<file path="config.mk">
export PLATFORM = sky130hd
export DESIGN_NAME = timer_chan
export DESIGN_NICKNAME = d
export VERILOG_FILES = /design/src/rtl/tmr_pkg.sv /design/src/rtl/tmr_base.sv /design/src/rtl/tmr_capture.sv /design/src/rtl/tmr_wave.sv /design/src/rtl/tmr_wdog.sv /design/src/rtl/timer_chan.sv
export SDC_FILE = /design/constraint.sdc
export NUM_CORES = 1
export LEC_CHECK = 0
export ABC_CLOCK_PERIOD_IN_PS = 13860
export BUFFER_PORTS_ARGS = -buffer_cell sky130_fd_sc_hd__buf_4
export CAP_MARGIN = 20
export CORE_AREA = 2 2 155 157
export DETAILED_ROUTE_END_ITERATION = 16
export DIE_AREA = 0 0 157 159
export PLACE_DENSITY = 0.65
export SYNTH_ARGS = -nofsm -noshare
export SYNTH_HDL_FRONTEND = slang
export SYNTH_SLANG_ARGS = --single-unit
</file>
<file path="constraint.sdc">
create_clock -name clk_i -period 13.86 [get_ports clk_i]
set_clock_uncertainty 0.05 [all_clocks]
set_input_delay 0.693 -clock clk_i [delete_from_list [all_inputs] [get_ports clk_i]]
set_output_delay 0.693 -clock clk_i [all_outputs]
set_load 0.02 [all_outputs]
</file>
<file path="src/rtl/tmr_pkg.sv">
package tmr_pkg;
    typedef enum logic [2:0] {
        MODE_GPIN  = 3'd0,
        MODE_GPOUT = 3'd1,
        MODE_CAPT  = 3'd2,
        MODE_CMP   = 3'd3,
        MODE_PWM   = 3'd4
    } tmr_mode_e;

    typedef enum logic [2:0] {
        ACT_SET    = 3'd0,
        ACT_CLR    = 3'd1,
        ACT_PPULSE = 3'd2,
        ACT_NPULSE = 3'd3,
        ACT_TOGGLE = 3'd4
    } cmp_act_e;

    localparam logic [1:0] ADDR_CFG  = 2'd0;
    localparam logic [1:0] ADDR_LIM  = 2'd1;
    localparam logic [1:0] ADDR_STAT = 2'd2;
    localparam logic [1:0] ADDR_WDOG = 2'd3;
endpackage

</file>
<file path="src/rtl/tmr_base.sv">
module tmr_base #(
    parameter int CNT_W = 16,
    parameter int PS_W  = 16
) (
    input  logic             clk_i,
    input  logic             rst_ni,
    input  logic [PS_W-1:0]  prescale_i,
    output logic             tick_o,
    output logic [CNT_W-1:0] count_o
);
    typedef struct packed {
        logic [PS_W-1:0]  pre;
        logic [CNT_W-1:0] cnt;
    } base_t;

    base_t q, d;
    logic  tick;

    always_comb begin
        d    = q;
        tick = (q.pre >= prescale_i);
        if (tick) begin
            d.pre = '0;
            d.cnt = q.cnt + CNT_W'(1);
        end else begin
            d.pre = q.pre + PS_W'(1);
        end
    end

    always_ff @(posedge clk_i or negedge rst_ni) begin
        if (!rst_ni) q <= '0;
        else         q <= d;
    end

    assign tick_o  = tick;
    assign count_o = q.cnt;
endmodule

</file>
<file path="src/rtl/tmr_capture.sv">
module tmr_capture #(
    parameter int CNT_W  = 16,
    parameter int SYNC_N = 2
) (
    input  logic             clk_i,
    input  logic             rst_ni,
    input  logic             pin_i,
    input  logic             enable_i,
    input  logic [1:0]       edge_sel_i,
    input  logic [CNT_W-1:0] count_i,
    output logic             event_o,
    output logic [CNT_W-1:0] cap_o,
    output logic             level_o
);
    typedef struct packed {
        logic [SYNC_N-1:0] sync;
        logic              prev;
        logic [CNT_W-1:0]  cap;
    } cap_t;

    cap_t q, d;
    logic lvl, rise, fall, hit;

    always_comb begin
        d      = q;
        lvl    = q.sync[SYNC_N-1];
        rise   = lvl & ~q.prev;
        fall   = ~lvl & q.prev;
        hit    = enable_i & ((edge_sel_i[0] & rise) | (edge_sel_i[1] & fall));
        d.sync = {q.sync[SYNC_N-2:0], pin_i};
        d.prev = lvl;
        if (hit) d.cap = count_i;
    end

    always_ff @(posedge clk_i or negedge rst_ni) begin
        if (!rst_ni) q <= '0;
        else         q <= d;
    end

    assign event_o = hit;
    assign cap_o   = q.cap;
    assign level_o = lvl;
endmodule

</file>
<file path="src/rtl/tmr_wave.sv">
module tmr_wave
    import tmr_pkg::*;
#(
    parameter int CNT_W = 16
) (
    input  logic             clk_i,
    input  logic             rst_ni,
    input  logic             tick_i,
    input  logic [CNT_W-1:0] count_i,
    input  logic [2:0]       mode_i,
    input  logic [2:0]       act_i,
    input  logic [CNT_W-1:0] compare_i,
    input  logic [CNT_W-1:0] width_i,
    input  logic             gpio_i,
    output logic             pin_o,
    output logic             match_o
);
    typedef struct packed {
        logic             out;
        logic             pend;
        logic             pend_lvl;
        logic [CNT_W-1:0] phase;
    } wave_t;

    wave_t            q, d;
    logic             match;
    logic [CNT_W-1:0] cnt_nxt;
    logic [CNT_W:0]   phase_inc;

    always_comb begin
        d         = q;
        match     = 1'b0;
        cnt_nxt   = count_i + CNT_W'(1);
        phase_inc = {1'b0, q.phase} + (CNT_W+1)'(1);
        case (mode_i)
            MODE_GPOUT: begin
                d.out  = gpio_i;
                d.pend = 1'b0;
            end
            MODE_CMP: begin
                if (tick_i) begin
                    if (cnt_nxt == compare_i) begin
                        match = 1'b1;
                        d.pend = 1'b0;
                        case (act_i)
                            ACT_SET:    d.out = 1'b1;
                            ACT_CLR:    d.out = 1'b0;
                            ACT_PPULSE: begin d.out = 1'b1; d.pend = 1'b1; d.pend_lvl = 1'b0; end
                            ACT_NPULSE: begin d.out = 1'b0; d.pend = 1'b1; d.pend_lvl = 1'b1; end
                            ACT_TOGGLE: d.out = ~q.out;
                            default:    d.out = q.out;
                        endcase
                    end else if (q.pend) begin
                        d.out  = q.pend_lvl;
                        d.pend = 1'b0;
                    end
                end
            end
            MODE_PWM: begin
                d.pend = 1'b0;
                if (tick_i) begin
                    if (phase_inc >= {1'b0, compare_i}) d.phase = '0;
                    else                                d.phase = phase_inc[CNT_W-1:0];
                end
                d.out = (d.phase < width_i);
            end
            default: begin
                d.pend  = 1'b0;
                d.phase = '0;
            end
        endcase
    end

    always_ff @(posedge clk_i or negedge rst_ni) begin
        if (!rst_ni) q <= '0;
        else         q <= d;
    end

    assign pin_o   = q.out;
    assign match_o = match;
endmodule

</file>
<file path="src/rtl/tmr_wdog.sv">
module tmr_wdog #(
    parameter int WD_W = 16
) (
    input  logic            clk_i,
    input  logic            rst_ni,
    input  logic            en_i,
    input  logic            load_i,
    input  logic            service_i,
    input  logic [WD_W-1:0] value_i,
    output logic [WD_W-1:0] remain_o,
    output logic            rst_o
);
    typedef struct packed {
        logic [WD_W-1:0] rem;
        logic [WD_W-1:0] reload;
    } wd_t;

    wd_t q, d;

    always_comb begin
        d = q;
        if (load_i) begin
            d.reload = value_i;
            d.rem    = value_i;
        end else if (service_i) begin
            d.rem = q.reload;
        end else if (en_i && (q.rem != '0)) begin
            d.rem = q.rem - WD_W'(1);
        end
    end

    always_ff @(posedge clk_i or negedge rst_ni) begin
        if (!rst_ni) q <= '0;
        else         q <= d;
    end

    assign remain_o = q.rem;
    assign rst_o    = en_i & (q.rem == '0);
endmodule

</file>
<file path="src/rtl/timer_chan.sv">
module timer_chan
    import tmr_pkg::*;
#(
    parameter int CNT_W = 16,
    parameter int PS_W  = 16
) (
    input  logic        clk_i,
    input  logic        rst_ni,
    input  logic        bus_we_i,
    input  logic [1:0]  bus_addr_i,
    input  logic [31:0] bus_wdata_i,
    output logic [31:0] bus_rdata_o,
    input  logic        pin_i,
    output logic        pin_o,
    output logic        pin_oe_o,
    output logic        irq_o,
    output logic        wd_rst_o
);
    localparam int BUS_W  = 32;
    localparam int HI_LSB = BUS_W / 2;

    typedef struct packed {
        logic [PS_W-1:0] ps;
        logic            wd_en;
        logic            irq_en;
        logic            gpio;
        logic [1:0]      edge_sel;
        logic [2:0]      act;
        logic [2:0]      mode;
    } cfg_t;

    typedef struct packed {
        cfg_t             cfg;
        logic [BUS_W-1:0] lim;
        logic             flag;
    } regs_t;

    regs_t q, d;

    logic             wr_cfg, wr_lim, wr_stat, wr_wdog;
    logic             tick, cap_evt, cmp_hit, pin_lvl;
    logic [CNT_W-1:0] count, cap_val, wd_rem;
    logic [2:0]       mode_w;
    logic             wd_en_w, flag_q;
    logic [BUS_W-1:0] lim_q;
    logic [4:0]       unused_wdata;

    assign wr_cfg  = bus_we_i & (bus_addr_i == ADDR_CFG);
    assign wr_lim  = bus_we_i & (bus_addr_i == ADDR_LIM);
    assign wr_stat = bus_we_i & (bus_addr_i == ADDR_STAT);
    assign wr_wdog = bus_we_i & (bus_addr_i == ADDR_WDOG);

    always_comb begin
        d = q;
        if (wr_cfg) begin
            d.cfg.mode     = bus_wdata_i[2:0];
            d.cfg.act      = bus_wdata_i[5:3];
            d.cfg.edge_sel = bus_wdata_i[7:6];
            d.cfg.gpio     = bus_wdata_i[8];
            d.cfg.irq_en   = bus_wdata_i[9];
            d.cfg.wd_en    = bus_wdata_i[10];
            d.cfg.ps       = bus_wdata_i[HI_LSB +: PS_W];
        end
        if (wr_lim) d.lim = bus_wdata_i;
        if (cap_evt || cmp_hit)           d.flag = 1'b1;
        else if (wr_stat && bus_wdata_i[16]) d.flag = 1'b0;
    end

    always_ff @(posedge clk_i or negedge rst_ni) begin
        if (!rst_ni) q <= '0;
        else         q <= d;
    end

    assign mode_w       = q.cfg.mode;
    assign wd_en_w      = q.cfg.wd_en;
    assign flag_q       = q.flag;
    assign lim_q        = q.lim;
    assign unused_wdata = bus_wdata_i[15:11];

    tmr_base #(.CNT_W(CNT_W), .PS_W(PS_W)) u_base (
        .clk_i      (clk_i),
        .rst_ni     (rst_ni),
        .prescale_i (q.cfg.ps),
        .tick_o     (tick),
        .count_o    (count)
    );

    tmr_capture #(.CNT_W(CNT_W), .SYNC_N(2)) u_cap (
        .clk_i      (clk_i),
        .rst_ni     (rst_ni),
        .pin_i      (pin_i),
        .enable_i   (mode_w == MODE_CAPT),
        .edge_sel_i (q.cfg.edge_sel),
        .count_i    (count),
        .event_o    (cap_evt),
        .cap_o      (cap_val),
        .level_o    (pin_lvl)
    );

    tmr_wave #(.CNT_W(CNT_W)) u_wave (
        .clk_i     (clk_i),
        .rst_ni    (rst_ni),
        .tick_i    (tick),
        .count_i   (count),
        .mode_i    (mode_w),
        .act_i     (q.cfg.act),
        .compare_i (lim_q[CNT_W-1:0]),
        .width_i   (lim_q[HI_LSB +: CNT_W]),
        .gpio_i    (q.cfg.gpio),
        .pin_o     (pin_o),
        .match_o   (cmp_hit)
    );

    tmr_wdog #(.WD_W(CNT_W)) u_wd (
        .clk_i     (clk_i),
        .rst_ni    (rst_ni),
        .en_i      (wd_en_w),
        .load_i    (wr_wdog & ~bus_wdata_i[31]),
        .service_i (wr_wdog & bus_wdata_i[31]),
        .value_i   (bus_wdata_i[CNT_W-1:0]),
        .remain_o  (wd_rem),
        .rst_o     (wd_rst_o)
    );

    always_comb begin
        bus_rdata_o = '0;
        case (bus_addr_i)
            ADDR_CFG: begin
                bus_rdata_o[2:0] = q.cfg.mode;
                bus_rdata_o[5:3] = q.cfg.act;
                bus_rdata_o[7:6] = q.cfg.edge_sel;
                bus_rdata_o[8]   = q.cfg.gpio;
                bus_rdata_o[9]   = q.cfg.irq_en;
                bus_rdata_o[10]  = q.cfg.wd_en;
            end
            ADDR_LIM: bus_rdata_o = lim_q;
            ADDR_STAT: begin
                bus_rdata_o[CNT_W-1:0] = cap_val;
                bus_rdata_o[16]        = q.flag;
                bus_rdata_o[17]        = pin_lvl;
            end
            default: begin
                bus_rdata_o[CNT_W-1:0]     = count;
                bus_rdata_o[HI_LSB +: CNT_W] = wd_rem;
            end
        endcase
    end

    assign pin_oe_o = (mode_w == MODE_GPOUT) | (mode_w == MODE_CMP) | (mode_w == MODE_PWM);
    assign irq_o    = q.flag & q.cfg.irq_en;
endmodule

</file>
==> flow_summary.json, run 1 <==
{
  "p_leak_nw": 5.347,
  "first_pass_iters": 4,
  "final_core_util_pct": 48.53,
  "dpl.hpwl_mm": 18.31,
  "fin_cells": 1333,
  "layout.cells.most_common_list": "dfrtp_1, mux2_2, buf_4",
  "place_congestion": 0.8882,
  "vdd_drop_max_uv": 81.22,
  "grt_usage_pct": 21.28,
  "drt_iter0_drc": 527,
  "cts.sinks": 162,
  "syn_nets": 1048,
  "endpoint_kind": "flop",
  "p_total_mw": 1.491,
  "startpoint_type": "flop",
  "die-area_sq_um": 24960,
  "async_reset_ff_share_pct": 100.0,
  "finalInstanceArea_sq_um": 11260,
  "synth-edff-count": 0,
  "cts_root_buf": "clkbuf_16",
  "cts_setup_buffers": 0,
  "die_w_um": 157,
  "postSynthCellCount": 959,
  "syn-cell-area_sq_um": 9866,
  "wl_mm": 25.49,
  "ys.flop_type": "dfrtp_1",
  "worstPathRequired_ns": 14.18,
  "clock_path_buffers": 2,
  "drc": 0,
  "clkTransAtPathRegs_ns": 0.07,
  "cts-hold-fix-buffers": 0,
  "yosysSeqAreaShare_pct": 41.09,
  "worstPathArrival_ns": 6.07,
  "grtUsageMet2_pct": 33.17,
  "fin_ws_ns": 8.109,
  "antenna_found_initial": 1,
  "fin_setup_tns_ns": 0,
  "placed_cells": 1302,
  "min_period_over_period_pct": 41.50,
  "yosys_warnings": 0,
  "worstSetupPathType": "flop to flop",
  "synth_area_per_cell_sq_um": 10.29,
  "outcome": "complete, no violations",
  "holdWs_ns": 0.3101,
  "worstPathMaxFanout": 20,
  "grt_max_degree": 100,
  "nets": 1091,
  "grt_most_used_layer": "met2",
  "grt_setup_unrepaired": "no",
  "synth_seq_cells": 162,
  "ctsResizeCount": 0,
  "power_density_nw_per_um2": 132.4,
  "grt_pass1_wl_mm": 41.20,
  "worst_pin_slew_ns": 0.9315,
  "drv_slew": 0,
  "final-hold-violation-count": 0,
  "hp-class": "flop to flop",
  "place_area_sq_um": 10630,
  "portBuffers": 73,
  "synth_cell_type_count": 72,
  "slew-limit-headroom_pct": 37.90,
  "initial_utilization_pct": 42.54,
  "antenna_cells": 0,
  "clk_latency_ns": 0.43,
  "period_minus_slack_ns": 5.751,
  "core_sq_um": 23190,
  "preCtsSetupSlack_ns": 8.183,
  "max_cap_viol_count": 0,
  "grt_overflow": 0,
  "routed_via_density": 5.563,
  "fmax_ghz": 0.1739,
  "fp.dieH_um": 159,
  "ant_nets": 0,
  "wl_per_cell_um": 19.12,
  "tritoncts.num_buffers": 17,
  "grt_pass1_vias": 7441,
  "finalSetupViolCount": 0,
  "fp-row-count": 56,
  "use_met3_pct": 3.321,
  "layout.cells.most_common": "dfrtp_1",
  "drive_above_1_share_pct": 22.19,
  "vias": 7416,
  "area_growth_pct": 14.09,
  "grt.met1_usage_pct": 30.41,
  "cts_htree_levels": 4,
  "cts_tree": "built",
  "io_pins": 74
}
==> layer usage <==
metal  vias to the layer above  wire length, um
met3                        36             1197
met2                       199            11860
li1                       3496                -
met4                         0              462
met1                      3685            11970
met5                         -                0
==> final timing paths <==
kind / from / endpoint / slack [ns] / cells past startpoint
hold / removal: u_cap.d[18] / u_cap.level_o / 0.31 / 0
setup / recovery: u_wave.q[0] / u_wave.pin_o / 8.11 / 23
hold reg to reg: u_cap.d[18] / u_cap.level_o / 0.31 / 0
max in group asynchronous: rst_ni / lim_q[28] / 12.03 / 2
min in group asynchronous: rst_ni / u_wd.q[2] / 0.33 / 1
setup reg to reg: u_wave.q[0] / u_wave.pin_o / 8.11 / 23
==> registers in the layout, indices dropped and copies added, names as in the netlist <==
name and count:
flag_q 1, u_cap.cap_o 16, wd_en_w 1, lim_q 32
u_wave.pin_o 1, u_wave.q 18, u_cap.level_o 1, u_cap.q 1
u_wd.remain_o 16, u_base.q 16, u_base.count_o 16, u_cap.d 1
mode_w 3, q 23, u_wd.q 16
==> area by class of cell <==
class	count	area [sq um]
Clock buffer	22	484.2
Timing Repair Buffer	81	611.8
Multi-Input combinational cell	675	5319
Sequential cell	162	4054
Inverter	65	244.0
Clock inverter	9	143.9
Fill cell	2124	11940
Tap cell	319	399.1
==> synth_stat cells (20+ instances only) <==
cell type	instances	share of area [%]
o21ai_0	30	1.5
xnor2_1	30	2.7
a22o_1	31	2.8
nor2b_1	23	1.5
a21oi_1	32	1.6
a21o_1	20	1.5
xor2_1	39	3.5
ha_1	51	6.5
mux2_2	83	9.5
clkbuf_1	40	1.5
mux2i_1	29	2.9
inv_1	65	2.5
nand3_1	28	1.4
dfrtp_1	162	41
nand2_1	58	2.2
nor2_1	65	2.5
==> power by group <==
group | total, mW | internal [mW] | leakage, nW | switching (mW)
combinational | 0.343 | 0.165 | 2.99 | 0.178
sequential | 0.640 | 0.546 | 2.05 | 0.0935
clock | 0.507 | 0.305 | 0.306 | 0.202
total | 1.49 | 1.02 | 5.35 | 0.474
==> cells by family after synthesis <==
family	share of synthesized area, %
multiplexers	15.08
flip-flops	41.09
XOR/XNOR	6.126
AND/OR/NAND/NOR	14.45
AO/OA/AOI/OAI	11.69
adder cells (fa/ha/maj)	6.468
buffers and inverters	5.098
==> worst max-delay path, stage by stage (launching register included) <==
cell and delay (ns):
dfrtp_1 0.42, ha_1 0.27, and3_1 0.22, nand3_1 0.10, xor2_1 0.20, inv_1 0.07, ha_1 0.29, a21o_1 0.17
a21o_1 0.17, a221o_1 0.33, a221o_1 0.33, a2111oi_2 0.36, buf_4 0.31, and2_0 0.37, a22o_1 0.22, ha_1 0.25
a21o_1 0.16, a21o_1 0.17, a211o_1 0.29, a221oi_1 0.35, o2111ai_1 0.17, a31oi_1 0.16, a211o_1 0.12, mux2_4 0.13
No activity file was read; power rests on OpenSTA's default activity.
==> inputs of run 2 (changes only) <==
Settings changed: ABC_CLOCK_PERIOD_IN_PS 13860 to 5300.
Clock period 13.86 ns to 5.3 ns, I/O delays scaled along.
==> run 2 against run 1 <==
Effect of this change:
- critical path type unchanged
- global-route usage grew 0.15 points
- largest power group unchanged
- critical path depth is the same
- cell count grew 2.0%
==> flow_summary.json, run 2 (synthesis gave the netlist of run 1 again) <==
{
  "routed_via_density": 5.494,
  "layout.cells.most_common": "dfrtp_1",
  "drt_iter0_drc": 431,
  "grt_overflow": 0,
  "grt_setup_unrepaired": "no",
  "layout.cells.most_common_list": "dfrtp_1, buf_4, mux2_2",
  "p_seq_share_pct": 43.7,
  "worst_pin_slew_ns": 0.8971,
  "fillCellCount": 2158,
  "p_switching_mw": 1.232,
  "dpl.hpwl_mm": 18.68,
  "preCtsSetupSlack_ns": 0.04251,
  "wl_mm": 25.72,
  "fp-row-count": 56,
  "whs_path_depth": 3,
  "die-area_sq_um": 24960,
  "worstReg2RegEnd": "u_wave.pin_o",
  "die_w_um": 157,
  "p_int_mw": 2.589,
  "fp.dieH_um": 159,
  "slew-limit-headroom_pct": 40.19,
  "antenna_cells": 0,
  "initial_utilization_pct": 42.54,
  "wl_per_cell_um": 18.91,
  "grt_usage_pct": 21.43,
  "p_leak_nw": 5.477,
  "hold_end": "q[54]",
  "drc": 0,
  "outcome": "complete, no violations",
  "rrSetupSlack_ns": 0.22,
  "clkPwrFrac_pct": 32.3,
  "cpPeakStageDelay_ns": 0.35,
  "p_total_mw": 3.821,
  "p_sw_share_pct": 32.23,
  "first_pass_iters": 5,
  "cts_tree": "built",
  "max_cap_viol_count": 0,
  "worstSetupPathType": "flop to flop",
  "clk_latency_ns": 0.43,
  "power_density_nw_per_um2": 331.5,
  "final-hold-violation-count": 0,
  "regArea_sq_um": 4054,
  "r2r_cells": 23,
  "grt_pass1_vias": 7549,
  "multi_input_area_sq_um": 5413,
  "worstPathArrival_ns": 5.39,
  "drive_above_1_share_pct": 25.17,
  "period_minus_slack_ns": 5.076,
  "worstPathMaxFanout": 6,
  "cts.sinks": 162,
  "cp_slowest_cell": "dfrtp_1",
  "path_cells": "buf_4 > and3_4 > nand3_1 > or3_1 > or2_2 > xnor2_2 > ha_1 > nand2_1 > nor2_1 > a221o_1 > a2111oi_4 > buf_4 > and2_4 > a22o_1 > ha_4 > a21o_1 > a21o_1 > a211o_1 > a221oi_2 > o2111ai_1 > a31oi_1 > a211o_1 > mux2_4",
  "place_congestion": 0.8697,
  "cpLargestDelayFamily": "compound AO/OA/AOI/OAI gates",
  "endpoint_kind": "flop",
  "vdd_drop_max_uv": 222.9,
  "clock_path_buffers": 2,
  "core_sq_um": 23190,
  "nets": 1118,
  "startpoint_type": "flop",
  "largest_reg_flops": 32,
  "min_period_over_period_pct": 95.76,
  "hp-start": "bus_wdata_i[26]",
  "area_growth_pct": 16.83,
  "vias": 7472,
  "worstPathRequired_ns": 5.62,
  "fin_setup_tns_ns": 0,
  "worstReg2RegStart": "u_wave.q[0]",
  "portBuffers": 73,
  "io_pins": 74,
  "hp-class": "input port to flop",
  "clkTransAtPathRegs_ns": 0.06,
  "drv_slew": 0,
  "cts_htree_levels": 4,
  "grt_pass1_wl_mm": 41.51,
  "antenna_found_initial": 0,
  "p_comb_share_pct": 24.0,
  "ant_nets": 0,
  "finalSetupViolCount": 0,
  "cts_root_buf": "clkbuf_16",
  "grt_max_degree": 69,
  "tritoncts.num_buffers": 17,
  "fin_ws_ns": 0.2245,
  "cp_num_buf_inv": 2,
  "fmax_ghz": 0.1970
}
==> run 2: per-stage QoR <==
stage	area [sq um]	util, %	hold slack [ns]	cells
after global routing	11530	49.70	0.01414	1360
after CTS	11400	49.16	0.004172	1356
final	11530	49.70	0.01166	1360
after global placement	10750	46.34	0.1530	1318
after detailed placement	10750	46.34	0.1622	1318
after floorplan	9866	-	-0.08059	959
==> run 2: area by class of cell <==
type | instances | area share, %
Tap cell | 319 | 3.463
Inverter | 65 | 2.117
Clock buffer | 20 | 3.962
Clock inverter | 11 | 1.107
Sequential cell | 162 | 35.17
Timing Repair Buffer | 108 | 7.219
Multi-Input combinational cell | 675 | 46.96
==> run 2: power groups by stage <==
stage | sequential [mW] | combinational (mW) | clock, mW
5_1_grt | 1.70 | 1.02 | 1.31
6_report | 1.67 | 0.916 | 1.24
2_1_floorplan | 1.59 | 0.652 | 0
4_1_cts | 1.66 | 0.918 | 1.26
3_5_place_dp | 1.69 | 0.905 | 0
3_3_place_gp | 1.68 | 0.890 | 0
==> run 2: what timing repair did <==
item                       4_1_cts  5_1_grt
hold endpoints to repair        46        0
resized for setup                0       23
setup endpoints to repair        0        1
hold buffers                     7        0
buffers inserted                 0        3
==> run 2: worst min-delay path: stages <==
cell and delay (ns):
buf_4 0.09, nand2_1 0.04, o21ai_0 0.06
==> run 2: how the worst max path moves through the flow <==
stage | depth (start not counted) | to | from
2_1_floorplan | 23 | u_wave.pin_o | u_wave.q[0]
3_3_place_gp | 23 | u_wave.pin_o | u_wave.q[0]
3_5_place_dp | 23 | u_wave.pin_o | u_wave.q[0]
4_1_cts | 23 | u_wave.pin_o | u_wave.q[0]
5_1_grt | 23 | u_wave.pin_o | u_wave.q[0]
6_report | 23 | u_wave.pin_o | u_wave.q[0]
==> run 2: routing by layer <==
layer / up-vias / track usage [%] / share of wire, %
met4: 0 / 6.881 / 1.8
met3: 34 / 3.457 / 4.4
met1: 3703 / 30.23 / 47
met2: 186 / 33.73 / 47
li1: 3549 / - / -
met5: - / 0 / 0
